<file path="config.mk">
export PLATFORM = sky130hd
export DESIGN_NAME = serial_pcm_rx
export DESIGN_NICKNAME = d
export VERILOG_FILES = /design/src/rtl/serial_pcm_rx.sv
export SDC_FILE = /design/constraint.sdc
export NUM_CORES = 1
export LEC_CHECK = 0
export BUFFER_PORTS_ARGS = -buffer_cell sky130_fd_sc_hd__buf_2
export CELL_PAD_IN_SITES_DETAIL_PLACEMENT = 1
export CELL_PAD_IN_SITES_GLOBAL_PLACEMENT = 2
export CORE_UTILIZATION = 42
export CTS_BUF_LIST = sky130_fd_sc_hd__clkbuf_16
export CTS_CLUSTER_DIAMETER = 200
export DETAILED_ROUTE_END_ITERATION = 6
export GPL_ROUTABILITY_DRIVEN = 0
export GPL_TIMING_DRIVEN = 0
export PLACE_DENSITY_LB_ADDON = 0.1
export RECOVER_POWER = 25
export SYNTH_ARGS = -nofsm -noshare
export SYNTH_HDL_FRONTEND = slang
export SYNTH_SLANG_ARGS = --single-unit
</file>
<file path="constraint.sdc">
create_clock -name clk -period 2.29 [get_ports clk]
set_input_delay 0.229 -clock clk [delete_from_list [all_inputs] [get_ports clk]]
set_output_delay 0.229 -clock clk [all_outputs]
set_load 0.02 [all_outputs]
</file>
<file path="src/rtl/serial_pcm_rx.sv">
module serial_pcm_rx #(
  parameter int W = 18
) (
  input  logic         clk,
  input  logic         rst_n,
  input  logic         fmt_i2s,
  input  logic         sck,
  input  logic         ws,
  input  logic         sd,
  output logic [W-1:0] left_o,
  output logic [W-1:0] right_o,
  output logic         valid_o
);
  localparam int CW = $clog2(W + 1);

  logic [2:0]    sck_q;
  logic [1:0]    ws_q, sd_q;
  logic          ws_prev, primed, seen, lvalid;
  logic [CW-1:0] cnt;
  logic [W-1:0]  sreg, lhold;

  wire rise      = sck_q[1] & ~sck_q[2];
  wire ws_s      = ws_q[1];
  wire sd_s      = sd_q[1];
  wire ws_edge   = primed && (ws_s != ws_prev);
  wire left_done = ws_prev ^ fmt_i2s;
  wire room      = cnt < CW'(W);
  wire [W-1:0] shifted = {sreg[W-2:0], sd_s};

  always_ff @(posedge clk or negedge rst_n) begin
    if (!rst_n) begin
      sck_q <= '0;
      ws_q  <= '0;
      sd_q  <= '0;
    end else begin
      sck_q <= {sck_q[1:0], sck};
      ws_q  <= {ws_q[0], ws};
      sd_q  <= {sd_q[0], sd};
    end
  end

  always_ff @(posedge clk or negedge rst_n) begin
    if (!rst_n) begin
      ws_prev <= 1'b0;
      primed  <= 1'b0;
      seen    <= 1'b0;
      lvalid  <= 1'b0;
      cnt     <= '0;
      sreg    <= '0;
      lhold   <= '0;
      left_o  <= '0;
      right_o <= '0;
      valid_o <= 1'b0;
    end else begin
      valid_o <= 1'b0;
      if (rise) begin
        primed  <= 1'b1;
        ws_prev <= ws_s;
        if (ws_edge) begin
          cnt  <= '0;
          seen <= 1'b1;
          if (!fmt_i2s) sreg <= shifted;
          if (left_done) begin
            lhold  <= sreg;
            lvalid <= seen;
          end else begin
            if (lvalid) begin
              left_o  <= lhold;
              right_o <= sreg;
              valid_o <= 1'b1;
            end
            lvalid <= 1'b0;
          end
        end else begin
          if (!fmt_i2s || room) sreg <= shifted;
          if (room) cnt <= cnt + 1'b1;
        end
      end
    end
  end
endmodule


</file>
==> flow_summary.json <==
{
  "status": "complete, but fails checks",
  "violations": "max-capacitance violations, max-slew violations",
  "hpwl_mm": 3.79,
  "clockBufferDepth": 2,
  "multiInputGateArea_mm2": 0.00117,
  "peakVddDrop_mv": 0.434,
  "finalNetCount": 267,
  "io_pins": 43,
  "grt_overflow_total": 0,
  "grt_first_pass_wirelength_mm": 9.92,
  "clk_latency_ps": 330,
  "final_common_cell": "dfrtp_1",
  "hold_viol": 0,
  "fin_tns_setup_ps": 0,
  "synthMuxAreaShare": 0.272,
  "setup.worst_path.end_class": "register",
  "numCtsBuffers": 9,
  "syn-num-nets": 210,
  "dr.first_iter.drc_count": 27,
  "path_class": "reg -> reg",
  "drc": 0,
  "yosysWarnings": 0,
  "die-width_um": 92.8,
  "ys_top_cells_by_area": "dfrtp_1 (64%), mux2_2 (14%), mux2_4 (13%)",
  "fillers": 767,
  "total_power_uw": 4680,
  "htree_levels": 3,
  "core_region_area_mm2": 0.00785,
  "finalWirelength_mm": 5.85,
  "seq_area_frac_synth": 0.643,
  "tightest_slew_ps": 1530,
  "drt-pass1-iter-count": 4,
  "post-route-period-util": 0.900,
  "vias": 1799,
  "antenna_found_initial": 0,
  "synth_top_family_by_area": "multiplexers",
  "die-area_mm2": 0.00862,
  "required_ps": 2500,
  "final-setup-viol-count": 0,
  "synth_xor_area_frac": 0.00758,
  "port-buffer-count": 42,
  "synthAdderAreaFrac": 0.00361,
  "p_leak_uw": 0.00215,
  "hp-class": "in -> reg",
  "cts_tree": "done",
  "floorplan.initialDensity": 0.441,
  "synth.top_cell.area_share": 0.643,
  "cts.clk_slew.worst_paths_ps": 60,
  "start_kind": "register",
  "avgSynthCellArea_um2": 17.1,
  "max_freq_mhz": 485,
  "synthSimpleGateAreaFrac": 0.0383,
  "slew_headroom": -0.0184,
  "cts_setup_buffers": 0,
  "die_h_um": 92.8,
  "drv_slew": 26,
  "synth_area_leader_cell": "dfrtp_1",
  "root_buffer": "clkbuf_16",
  "drive_above_1_share": 0.532,
  "ant_nets": 0,
  "holdWs_ps": 9.61,
  "area_growth_syn_to_layout_pct": 19.4,
  "drv_cap": 1,
  "grt_max_degree": 65,
  "final_cell_mix": "dfrtp_1 (89), mux2_2 (44), buf_2 (43)",
  "synth.distinct_cells": 24,
  "clkSinkCount": 89,
  "skew_ps": 5.77,
  "crit_arrival_ps": 2270,
  "grt_pass1_vias": 1922,
  "synth_cells": 203,
  "synth_compound_area_frac": 0.0177,
  "cp_max_fo": 10,
  "synth_area_mm2": 0.00346,
  "powerDensity_mw_per_mm2": 1130,
  "regArea_mm2": 0.00223,
  "rsz0062_at_grt": "false",
  "diodes": 0,
  "vias_per_cell": 4.90,
  "period_needed_ps": 2060,
  "rows": 32,
  "synth.ff_latch_count": 89,
  "wl_per_cell_um": 16.0,
  "gr-usage-all-layers": 0.153
}
-- layer usage --
layer	part of all wire	up-vias	global-route usage	wire length [um]
met3	0.027	5	0.0320	159
li1	-	834	-	-
met4	0.011	0	0.0615	67
met5	0	-	0	0
met1	0.49	927	0.211	2840
met2	0.48	33	0.236	2790
-- repair_timing --
item	CTS	global route
resized for setup	0	0
endpoints found under the hold margin	27	0
hold buffers	3	0
-- synth_stat cells --
cell and instances:
o31ai_2 1, buf_6 4, dfrtp_1 89, and3_2 1
buf_2 3, or2_2 1, nor2b_1 3, nand4_1 1
mux2i_1 1, ha_1 1, a41oi_1 1, inv_1 1
nor2_1 3, nand3_1 5, a22o_1 1, nand4_4 1
a31oi_4 1, and3_1 1, nand2_1 3, o21ai_0 2
mux2_2 44, xor2_1 3, nand2b_1 3, mux2_4 29
-- registers in the layout, summed over array words and instances (netlist names) --
name,flops
cnt,5
ws_q,2
sck_q,3
sd_q,2
valid_o,1
right_o,18
left_o,18
lvalid,1
ws_prev,1
sreg,18
seen,1
primed,1
lhold,18
-- layout make-up --
class	count	share of cell area
Tap cell	102	0.0309
Clock inverter	7	0.0127
Sequential cell	89	0.539
Clock buffer	9	0.0545
Buffer	7	0.0145
Multi-Input combinational cell	106	0.284
Inverter	1	0.000908
Timing Repair Buffer	46	0.0641
-- worst paths after layout --
path	start	slack (ps)	depth (start not counted)	endpoint
worst max register to register	sck_q[2]	230	6	lhold[16]
max in group asynchronous	rst_n	490	3	lhold[8]
min in group asynchronous	rst_n	810	2	valid_o
worst min-delay path	ws	10	1	ws_q[0]
worst max-delay path	sck_q[2]	230	6	lhold[16]
worst min register to register	sd_q[0]	350	0	sd_q[1]
-- per-stage QoR --
step	setup slack, ps	util	cells	area [um^2]
2_1_floorplan	561	-	203	3460
3_3_place_gp	142	0.485	347	3800
3_5_place_dp	194	0.488	348	3830
4_1_cts	165	0.528	367	4140
5_1_grt	41.0	0.527	367	4140
6_report	230	0.527	367	4140
-- power by group --
part           total (uW)  switching [uW]  leakage (uW)  internal (uW)
sequential           2330             318       0.00116           2020
clock                1340             599      0.000138            744
combinational        1010             455      0.000858            552
-- worst max-delay path: stages, from the launching register on --
cell     delay (ps)
dfrtp_1         360
nor2b_1         150
buf_2           250
and3_1          180
buf_2           260
buf_2           350
mux2_2          380
-- cells by family after synthesis --
group	Yosys count
adder cells (fa/ha/maj)	1
XOR/XNOR	3
multiplexers	74
AND/OR/NAND/NOR	22
AO/OA/AOI/OAI	6
flip-flops	89
buffers and inverters	8
No activity file was read; power rests on OpenSTA's default activity.
